<file path="src/rtl/ce_wp_pkg.sv">
package ce_wp_pkg;
  localparam int unsigned N_CE = 4;

  typedef enum logic [1:0] {
    BANK_4X1 = 2'd0,
    BANK_2X2 = 2'd1,
    BANK_1X4 = 2'd2
  } bank_mode_e;

  typedef enum logic [1:0] {
    ST_FAIL = 2'd0,
    ST_REC  = 2'd1,
    ST_GOOD = 2'd2
  } pwr_st_e;
endpackage

</file>
<file path="src/rtl/ce_wp_sync.sv">
module ce_wp_sync #(
  parameter int unsigned STAGES = 2,
  parameter logic        RST_VAL = 1'b1
) (
  input  logic clk_i,
  input  logic rst_ni,
  input  logic d_i,
  output logic q_o
);
  logic [STAGES-1:0] chain_q;

  generate
    for (genvar s = 0; s < STAGES; s++) begin : g_stage
      always_ff @(posedge clk_i or negedge rst_ni) begin
        if (!rst_ni) chain_q[s] <= RST_VAL;
        else if (s == 0) chain_q[s] <= d_i;
        else chain_q[s] <= chain_q[(s == 0) ? 0 : s-1];
      end
    end
  endgenerate

  assign q_o = chain_q[STAGES-1];
endmodule

</file>
<file path="src/rtl/ce_wp_decode.sv">
module ce_wp_decode
  import ce_wp_pkg::*;
(
  input  bank_mode_e      mode_i,
  input  logic [N_CE-1:0] ce_n_i,
  output logic [N_CE-1:0] req_o
);
  logic       addr_a;
  logic [1:0] code;

  assign addr_a = ce_n_i[2];
  assign code   = {ce_n_i[3], ce_n_i[2]};

  always_comb begin
    req_o = '0;
    unique case (mode_i)
      BANK_2X2: begin
        req_o[0] = !ce_n_i[0] && !addr_a;
        req_o[1] = !ce_n_i[0] &&  addr_a;
        req_o[2] = !ce_n_i[1] && !addr_a;
        req_o[3] = !ce_n_i[1] &&  addr_a;
      end
      BANK_1X4: begin
        for (int k = 0; k < N_CE; k++)
          req_o[k] = !ce_n_i[0] && (code == 2'(k));
      end
      default: req_o = ~ce_n_i;
    endcase
  end
endmodule

</file>
<file path="src/rtl/ce_wp_hold.sv">
module ce_wp_hold (
  input  logic clk_i,
  input  logic rst_ni,
  input  logic capture_i,
  input  logic release_i,
  input  logic req_i,
  output logic hold_o
);
  logic hold_q;

  // an access survives only while its enable stays active and grace remains
  always_ff @(posedge clk_i or negedge rst_ni) begin
    if (!rst_ni)        hold_q <= 1'b0;
    else if (capture_i) hold_q <= req_i;
    else                hold_q <= hold_q && req_i && !release_i;
  end

  assign hold_o = hold_q;
endmodule

</file>
<file path="src/rtl/ce_wp_ctrl.sv">
module ce_wp_ctrl
  import ce_wp_pkg::*;
#(
  parameter int unsigned GRACE_CYC = 300,
  parameter int unsigned REC_CYC   = 25_000_000
) (
  input  logic       clk_i,
  input  logic       rst_ni,
  input  logic       fail_i,
  input  logic       mode_lvl_i,
  input  logic       mode_hiz_i,
  output pwr_st_e    st_o,
  output logic [$clog2(((GRACE_CYC > REC_CYC) ? GRACE_CYC : REC_CYC) + 1)-1:0] cnt_o,
  output bank_mode_e mode_o,
  output logic       capture_o,
  output logic       release_o
);
  localparam int unsigned CNT_MAX = (GRACE_CYC > REC_CYC) ? GRACE_CYC : REC_CYC;
  localparam int unsigned CNT_W   = $clog2(CNT_MAX + 1);
  localparam logic [CNT_W-1:0] GRACE_LAST = CNT_W'(GRACE_CYC - 1);
  localparam logic [CNT_W-1:0] REC_LAST   = CNT_W'(REC_CYC - 1);

  pwr_st_e          st_q, st_d;
  logic [CNT_W-1:0] cnt_q, cnt_d;
  bank_mode_e       mode_q, mode_d;
  bank_mode_e       mode_pin;

  assign mode_pin = mode_hiz_i ? BANK_1X4 : (mode_lvl_i ? BANK_2X2 : BANK_4X1);

  always_comb begin
    st_d   = st_q;
    cnt_d  = cnt_q;
    mode_d = mode_q;
    unique case (st_q)
      ST_FAIL: begin
        if (!fail_i) begin
          st_d   = ST_REC;
          cnt_d  = '0;
          mode_d = mode_pin;
        end else if (cnt_q != GRACE_LAST) begin
          cnt_d = cnt_q + 1'b1;
        end
      end
      ST_REC: begin
        if (fail_i) begin
          st_d  = ST_FAIL;
          cnt_d = '0;
        end else if (cnt_q == REC_LAST) begin
          st_d  = ST_GOOD;
          cnt_d = '0;
        end else begin
          cnt_d = cnt_q + 1'b1;
        end
      end
      default: begin
        if (fail_i) begin
          st_d  = ST_FAIL;
          cnt_d = '0;
        end
      end
    endcase
  end

  always_ff @(posedge clk_i or negedge rst_ni) begin
    if (!rst_ni) begin
      st_q   <= ST_FAIL;
      cnt_q  <= '0;
      mode_q <= BANK_4X1;
    end else begin
      st_q   <= st_d;
      cnt_q  <= cnt_d;
      mode_q <= mode_d;
    end
  end

  assign st_o      = st_q;
  assign cnt_o     = cnt_q;
  assign mode_o    = mode_q;
  assign capture_o = (st_q == ST_GOOD) && fail_i;
  assign release_o = (st_q != ST_FAIL) || (cnt_q == GRACE_LAST) || !fail_i;
endmodule

</file>
<file path="src/rtl/ce_wp_gate.sv">
module ce_wp_gate
  import ce_wp_pkg::*;
#(
  parameter int unsigned SYNC_STAGES = 2,
  parameter int unsigned GRACE_CYC   = 300,
  parameter int unsigned REC_CYC     = 25_000_000
) (
  input  logic            clk_i,
  input  logic            rst_ni,
  input  logic            pwr_fail_i,
  input  logic            mode_lvl_i,
  input  logic            mode_hiz_i,
  input  logic [N_CE-1:0] ce_n_i,
  output logic [N_CE-1:0] ce_n_o
);
  localparam int unsigned CNT_MAX = (GRACE_CYC > REC_CYC) ? GRACE_CYC : REC_CYC;
  localparam int unsigned CNT_W   = $clog2(CNT_MAX + 1);

  logic             fail_s;
  pwr_st_e          st;
  logic [CNT_W-1:0] cnt;
  bank_mode_e       mode;
  logic             capture, release_g;
  logic [N_CE-1:0]  req, hold;

  ce_wp_sync #(.STAGES(SYNC_STAGES), .RST_VAL(1'b1)) u_sync (
    .clk_i (clk_i),
    .rst_ni(rst_ni),
    .d_i   (pwr_fail_i),
    .q_o   (fail_s)
  );

  ce_wp_ctrl #(.GRACE_CYC(GRACE_CYC), .REC_CYC(REC_CYC)) u_ctrl (
    .clk_i     (clk_i),
    .rst_ni    (rst_ni),
    .fail_i    (fail_s),
    .mode_lvl_i(mode_lvl_i),
    .mode_hiz_i(mode_hiz_i),
    .st_o      (st),
    .cnt_o     (cnt),
    .mode_o    (mode),
    .capture_o (capture),
    .release_o (release_g)
  );

  ce_wp_decode u_dec (
    .mode_i(mode),
    .ce_n_i(ce_n_i),
    .req_o (req)
  );

  generate
    for (genvar k = 0; k < N_CE; k++) begin : g_ch
      ce_wp_hold u_hold (
        .clk_i    (clk_i),
        .rst_ni   (rst_ni),
        .capture_i(capture),
        .release_i(release_g),
        .req_i    (req[k]),
        .hold_o   (hold[k])
      );
    end
  endgenerate

  // enables stay combinational while good; only held accesses pass during a failure
  always_comb begin
    unique case (st)
      ST_GOOD: ce_n_o = ~req;
      ST_FAIL: ce_n_o = ~(req & hold);
      default: ce_n_o = '1;
    endcase
  end
endmodule

</file>
<file path="config.mk">
export PLATFORM = sky130hd
export DESIGN_NAME = ce_wp_gate
export DESIGN_NICKNAME = d
export VERILOG_FILES = /design/src/rtl/ce_wp_pkg.sv /design/src/rtl/ce_wp_sync.sv /design/src/rtl/ce_wp_decode.sv /design/src/rtl/ce_wp_hold.sv /design/src/rtl/ce_wp_ctrl.sv /design/src/rtl/ce_wp_gate.sv
export SDC_FILE = /design/constraint.sdc
export NUM_CORES = 1
export LEC_CHECK = 0
export ABC_AREA = 1
export CAP_MARGIN = 25
export CORE_MARGIN = 4
export CORE_UTILIZATION = 25
export DETAILED_ROUTE_END_ITERATION = 16
export GPL_ROUTABILITY_DRIVEN = 0
export PLACE_DENSITY_LB_ADDON = 0.15
export SLEW_MARGIN = 20
export SYNTH_ARGS = -nofsm -noshare
export SYNTH_HDL_FRONTEND = slang
export SYNTH_SLANG_ARGS = --single-unit
</file>
<file path="constraint.sdc">
create_clock -name clk_i -period 2.1 [get_ports clk_i]
set_clock_uncertainty 0.2 [all_clocks]
set_input_delay 0.42 -clock clk_i [delete_from_list [all_inputs] [get_ports clk_i]]
set_output_delay 0.42 -clock clk_i [all_outputs]
set_load 0.05 [all_outputs]
</file>
==> results.txt, run 1 <==
Distinct cell type count after synthesis -> 34
Initial DRC count -> 116
DRT Pass-1 Iters -> 4
Reg area -> 878 sq um
WHS Path Cells -> 0
Setup slack after layout -> -0.224 ns
Max Cap Viol -> 0
Die Y -> 112 microns
Final std cells w/o fill -> 555
P&R area growth vs syn -> 17.1%
Multi-input gate area -> 0.00157 sq mm
CTS tree -> built
H-Tree Depth -> 2
XOR/XNOR Fraction of Synth Area -> 1.96%
Hold Worst Slack -> 0.162 ns
Reg2Reg Depth -> 10
Peak supply drop -> 375 uV
Crit path capture type -> output port
Placed instance count -> 544
Mux contribution to synthesized area -> 0%
Worst slew pin tran -> 0.511 ns
Post-route DRC -> 0
Cts bufs inserted -> 5
Endpoints failing hold -> 0
Prevailing post-synth register cell -> dfrtp_1
Yosys top cell by area -> dfrtp_1
Critical path type -> flip-flop to output port
Clock-pin slew on the worst setup and hold paths -> 0.08 ns
WL/cell -> 13.9 microns
Io pins -> 13
Final global-route overflow total -> 0
Die area -> 0.0125 sq mm
Syn. warnings -> 0
Total core area -> 0.0104 sq mm
Synth Net Count -> 413
Clock Latency Late Sink -> 0.29 ns
First-pass GRT wire length -> 13100 microns
Vias in the first global route -> 2619
R2r startpoint -> u_ctrl.cnt_o[1]
Final min period -> 2.32 ns
Max-slew violation count -> 0
Vias -> 2614
Hold EP -> u_sync.q_o
Min-delay src -> u_sync.chain_q[0]
Async S/R FF share, synth -> 100%
Initial Utilization -> 25.8%
CTS Buffer Depth -> 2
Tot GR Track Use -> 12.8%
Status -> finished, violations left
Synth area leaders -> dfrtp_1 (31%), nand2_1 (16%), nand3_1 (9.1%)
PortBufs -> 12
CP arrival -> 1.70 ns
Total Power -> 1.98 mW
Simple-gate portion of the synthesized area -> 47.2%
Critical Path RT -> 1.48 ns
Final setup viols -> 4
Unrepaired setup endpoints after global routing -> yes
Worst Setup Start Kind -> flip-flop
Worst reg-to-reg setup slack -> 0.15 ns
Period utilization -> 111%
CTS Root Cell -> clkbuf_8
Post-synth top area share -> 30.7%
Reg2Reg Capture Point -> u_ctrl.cnt_o[5]
Floorplan row count -> 37
Via density -> 4.71
Post-DP HPWL -> 5720 microns
Largest net degree at the start of global routing -> 20
Synth Instances -> 401
Die span in x -> 112 microns
N_diodes -> 0
Sequential-to-total area share from yosys stat -> 32.7%
Fin nets -> 430
Slew HR -> 65.9%
Post-Route WL -> 7730 microns
Synthesized area per cell -> 6.70 sq um
Compound-Gate Fraction of Synth Area -> 5.82%
EDFF count, synth -> 0
Pwr dens -> 630 mW/mm^2
Layout cells sized above 1 -> 16.7%
Failing checks -> setup timing
Hold WC Path Type -> flip-flop to flip-flop
Initial antenna violation count -> 0
Crit Path Max Fanout -> 2
Routed Antenna Nets -> 0
Synth Register Bits -> 35
Largest family of logic cells by synthesized area -> simple AND/OR/NAND/NOR gates
Clock Sinks -> 35
FMAX -> 430 MHz
Area of the mapped netlist -> 0.00269 sq mm
Fill cells -> 1134
Post-synthesis adder-cell area fraction -> 1.40%
Static Leak -> 1.48 nW
-- per-stage QoR --
step / utilization [%] / instance area, sq um / setup WS (ns) / TNS [ns]
6_report: 30.2 / 3150 / -0.224 / -0.782
5_1_grt: 30.2 / 3150 / -0.320 / -1.24
4_1_cts: 30.1 / 3130 / -0.218 / -0.767
3_5_place_dp: 28.5 / 2970 / -0.229 / -0.789
3_3_place_gp: 28.5 / 2970 / -0.182 / -0.649
2_1_floorplan: - / 2690 / 0.0198 / 0
-- what timing repair did --
| action | CTS | global route |
|---|---|---|
| pin swaps | 5 | 2 |
| hold buffers | 1 | 0 |
| endpoints found under the setup margin | 4 | 4 |
| endpoints found under the hold margin | 17 | 0 |
| buffers inserted | 2 | 0 |
| gates resized for setup | 12 | 6 |
| gates cloned | 0 | 0 |
-- cells by family after synthesis --
| kind of cell | after synthesis |
|---|---|
| compound gates | 26 |
| simple gates | 266 |
| flops | 35 |
| fa+ha+maj | 3 |
| xor+xnor | 6 |
| buf+inv | 65 |
-- final cells by class --
class / instances / share of cell area (%)
timing repair buffer: 23 / 7.91
inverter: 52 / 6.20
multi-input combinational: 301 / 49.9
tap: 136 / 5.41
clock inverter: 2 / 0.398
clock buffer: 6 / 2.31
sequential: 35 / 27.9
-- report_power, final --
group	total (mW)	switching (mW)	internal, mW
Combinational	0.696	0.448	0.248
Sequential	0.781	0.0538	0.727
Clock	0.507	0.275	0.233
Total	1.98	0.776	1.21
-- synthesized netlist by cell type (3+ instances only) --
master / n
o21ai_0: 8
o211ai_1: 4
ha_1: 3
inv_1: 46
buf_2: 5
nand4_1: 22
inv_2: 5
dfrtp_1: 33
nand2_1: 115
nand3_1: 49
a21oi_1: 4
nor2_2: 14
xor2_1: 6
nand2_2: 7
nor2_1: 43
buf_6: 5
o21ai_1: 3
nand2_4: 3
nand3_2: 3
a21boi_0: 3
-- metal layers --
| metal | share of wire [%] | global-route usage (%) | up-vias |
|---|---|---|---|
| li1 | - | - | 1319 |
| met1 | 48 | 16.5 | 1243 |
| met2 | 47 | 21.8 | 39 |
| met3 | 3.0 | 2.28 | 13 |
| met4 | 1.9 | 3.89 | 0 |
| met5 | 0 | 0 | - |
-- placed cells by master (no fill, tap or decap), types with 3 or more instances in the layout --
| cell type | count |
|---|---|
| nand2_2 | 7 |
| o21ai_0 | 5 |
| inv_1 | 44 |
| nor2_1 | 42 |
| nand3_1 | 49 |
| dfrtp_1 | 33 |
| nand2_4 | 4 |
| xor2_1 | 6 |
| a21oi_1 | 4 |
| nand4_1 | 22 |
| nand3_2 | 3 |
| clkbuf_8 | 5 |
| nor2_2 | 14 |
| inv_2 | 7 |
| buf_12 | 3 |
| a21boi_0 | 3 |
| o211ai_1 | 4 |
| nand2_1 | 114 |
| o21ai_1 | 5 |
| clkdlybuf4s50_1 | 7 |
| buf_4 | 9 |
-- worst max-delay path by stage --
stage	from	to	slack, ns	cells past startpoint
final	u_ctrl.mode_o[0]	ce_n_o[1]	-0.22	7
after global routing	u_ctrl.mode_o[0]	ce_n_o[0]	-0.32	8
after CTS	u_ctrl.mode_o[1]	ce_n_o[0]	-0.22	7
after detailed placement	ce_n_i[2]	ce_n_o[1]	-0.23	7
after global placement	ce_n_i[3]	ce_n_o[2]	-0.18	7
after floorplan	u_ctrl.mode_o[0]	ce_n_o[1]	0.02	6
-- state kept, by name (all words and copies together), names as in the netlist --
register,flops
u_sync.chain_q,1
g_ch.u_hold.hold_o,4
u_ctrl.st_o,2
u_ctrl.mode_o,2
u_sync.q_o,1
u_ctrl.cnt_o,25
-- critical path, cell delays in order, from the launching register on --
cell and delay (ns):
dfrtp_1 0.41, buf_6 0.13, ha_4 0.15, o21a_1 0.18
nand3b_1 0.10, o21ai_2 0.08, o211ai_1 0.15, clkbuf_16 0.22
No activity file was read; power rests on OpenSTA's default activity.
==> run 2: changes to the inputs <==
==> constraint.sdc (replaced) <==
create_clock -name clk_i -period 2.57 [get_ports clk_i]
set_clock_uncertainty 0.2 [all_clocks]
set_input_delay 0.514 -clock clk_i [delete_from_list [all_inputs] [get_ports clk_i]]
set_output_delay 0.514 -clock clk_i [all_outputs]
set_load 0.05 [all_outputs]
==> run 2 against run 1 <==
  * The run now ends clean
  * Critical path depth did not move
  * Sequential share of layout area rose by 0.99 points
  * Total power fell by 22%
==> results.txt, run 2 (synthesis results as in run 1) <==
Status -> finished clean
Reg area -> 878 sq um
Met1 Track Usage GR -> 17.2%
CTS Root Cell -> clkbuf_8
Vias in the first global route -> 2400
Layout cells sized above 1 -> 14.0%
Pwr dens -> 509 mW/mm^2
Static Leak -> 1.44 nW
Setup slack after layout -> 0.0677 ns
Critical path type -> primary input to output port
Multi-input gate area -> 0.00152 sq mm
Final global-route overflow total -> 0
Clock Sinks -> 35
Most frequent cells in the layout -> nand2_1 (115), nand3_1 (49), inv_1 (46), nor2_1 (42), dfrtp_1 (33)
Die Y -> 112 microns
Max-slew violation count -> 0
CTS tree -> built
First-pass GRT wire length -> 12600 microns
PortBufs -> 12
Fin nets -> 424
Via density -> 4.63
Crit path capture type -> output port
Post-CTS Setup Repair Bufs -> 0
Period utilization -> 97.4%
Met3 usage -> 2.50%
Crit Path Max Fanout -> 2
CP arrival -> 1.79 ns
GR Util met2 -> 20.2%
Hold WC Path Type -> primary input to async pin
Initial antenna violation count -> 0
Initial Utilization -> 25.8%
P&R area growth vs syn -> 13.1%
Unrepaired setup endpoints after global routing -> yes
Critical Path RT -> 1.86 ns
N_diodes -> 0
Worst Setup Start Kind -> primary input
Total Power -> 1.55 mW
H-Tree Depth -> 2
Final setup viols -> 0
Clock Latency Late Sink -> 0.30 ns
Routed Antenna Nets -> 0
Max Cap Viol -> 0
Peak supply drop -> 248 uV
CTS Buffer Depth -> 2
Initial DRC count -> 133
Tot GR Track Use -> 12.5%
Post-Route WL -> 7530 microns
Slew HR -> 44.3%
Largest register FFs -> 25
Worst slew pin tran -> 0.836 ns
Largest net degree at the start of global routing -> 36
FMAX -> 400 MHz
Fill cells -> 1171
DRT Pass-1 Iters -> 4
Endpoints failing hold -> 0
Cts bufs inserted -> 5
Vias -> 2541
Post-route DRC -> 0
Post-DP HPWL -> 5580 microns
Die area -> 0.0125 sq mm
Total core area -> 0.0104 sq mm
Most Crowded Layer GR -> met2
Floorplan row count -> 37
Place WS -> 0.0664 ns
WL/cell -> 13.7 microns
Final min period -> 2.50 ns
Most common cell after layout, fill and taps aside -> nand2_1
Clock-pin slew on the worst setup and hold paths -> 0.09 ns
Io pins -> 13
Die span in x -> 112 microns
[run 2: cell count changes in the layout (fill, tap and decap cells not counted), sizes merged]
cell         previous run  this run
buf                    14        10
clkbuf                  7         6
dlygate4sd3             1         0
[run 2: per-stage QoR]
step | setup TNS [ns] | utilization [%] | instance area [sq um] | std cells | hold WS (ns)
final | 0 | 29.2 | 3040 | 549 | 0.117
after global routing | -0.253 | 29.2 | 3040 | 549 | 0.163
after CTS | 0 | 29.2 | 3040 | 549 | 0.162
after detailed placement | 0 | 28.2 | 2940 | 541 | 0.149
after global placement | 0 | 28.2 | 2940 | 541 | 0.148
after floorplan | 0 | - | 2690 | 401 | 0.0184
[run 2: routing by layer]
layer  up-vias  wire, microns
li1       1309              -
met1      1185           3620
met2        40           3520
met3         7            320
met4         0             68
met5         -              0
[run 2: where the power goes]
| group | internal [mW] | total (mW) | switching, mW | leakage, nW |
|---|---|---|---|---|
| sequential | 0.594 | 0.632 | 0.0378 | 0.474 |
| combinational | 0.135 | 0.455 | 0.320 | 0.923 |
| clock | 0.219 | 0.460 | 0.240 | 0.0474 |
| total | 0.948 | 1.55 | 0.598 | 1.44 |
[run 2: worst max-delay path, cell delays in order]
cell,delay [ns]
clkdlybuf4s50_1,0.43
nand2_1,0.09
o21a_1,0.14
nor2_1,0.04
nor3_1,0.20
o211ai_1,0.19
buf_12,0.19
[run 2: final timing paths]
kind	slack (ns)	startpoint	end	depth (start not counted)
setup / recovery	0.07	ce_n_i[3]	ce_n_o[0]	7
hold / removal	0.12	rst_ni	u_ctrl.cnt_o[15]	1
setup reg to reg	0.60	u_ctrl.cnt_o[1]	u_ctrl.cnt_o[14]	10
hold reg to reg	0.16	u_sync.chain_q[0]	u_sync.q_o	0
max in group asynchronous	1.53	rst_ni	u_ctrl.cnt_o[22]	1
min in group clk_i	0.16	u_sync.chain_q[0]	u_sync.q_o	0
[run 2: what timing repair did]
item	CTS	global route
hold buffers	0	0
setup endpoints to repair	0	4
gates resized for setup	0	2
[run 2: layout make-up]
cell class	instances	share of cell area [%]
multi-input cells	301	49.9
repair buffers	17	5.93
well taps	136	5.60
flip-flops and latches	35	28.9
clock buffers	6	2.72
inverters	52	6.42
clock inverters	2	0.535
==> run 3: changes to the inputs <==
--- a/config.mk
+++ b/config.mk
@@ -12,7 +12,6 @@
 export DETAILED_ROUTE_END_ITERATION = 16
 export GPL_ROUTABILITY_DRIVEN = 0
 export PLACE_DENSITY_LB_ADDON = 0.15
-export SLEW_MARGIN = 20
 export SYNTH_ARGS = -nofsm -noshare
 export SYNTH_HDL_FRONTEND = slang
 export SYNTH_SLANG_ARGS = --single-unit
==> results of run 3 <==
Same layout as run 2: the final DEF is identical, and so are final timing and power.
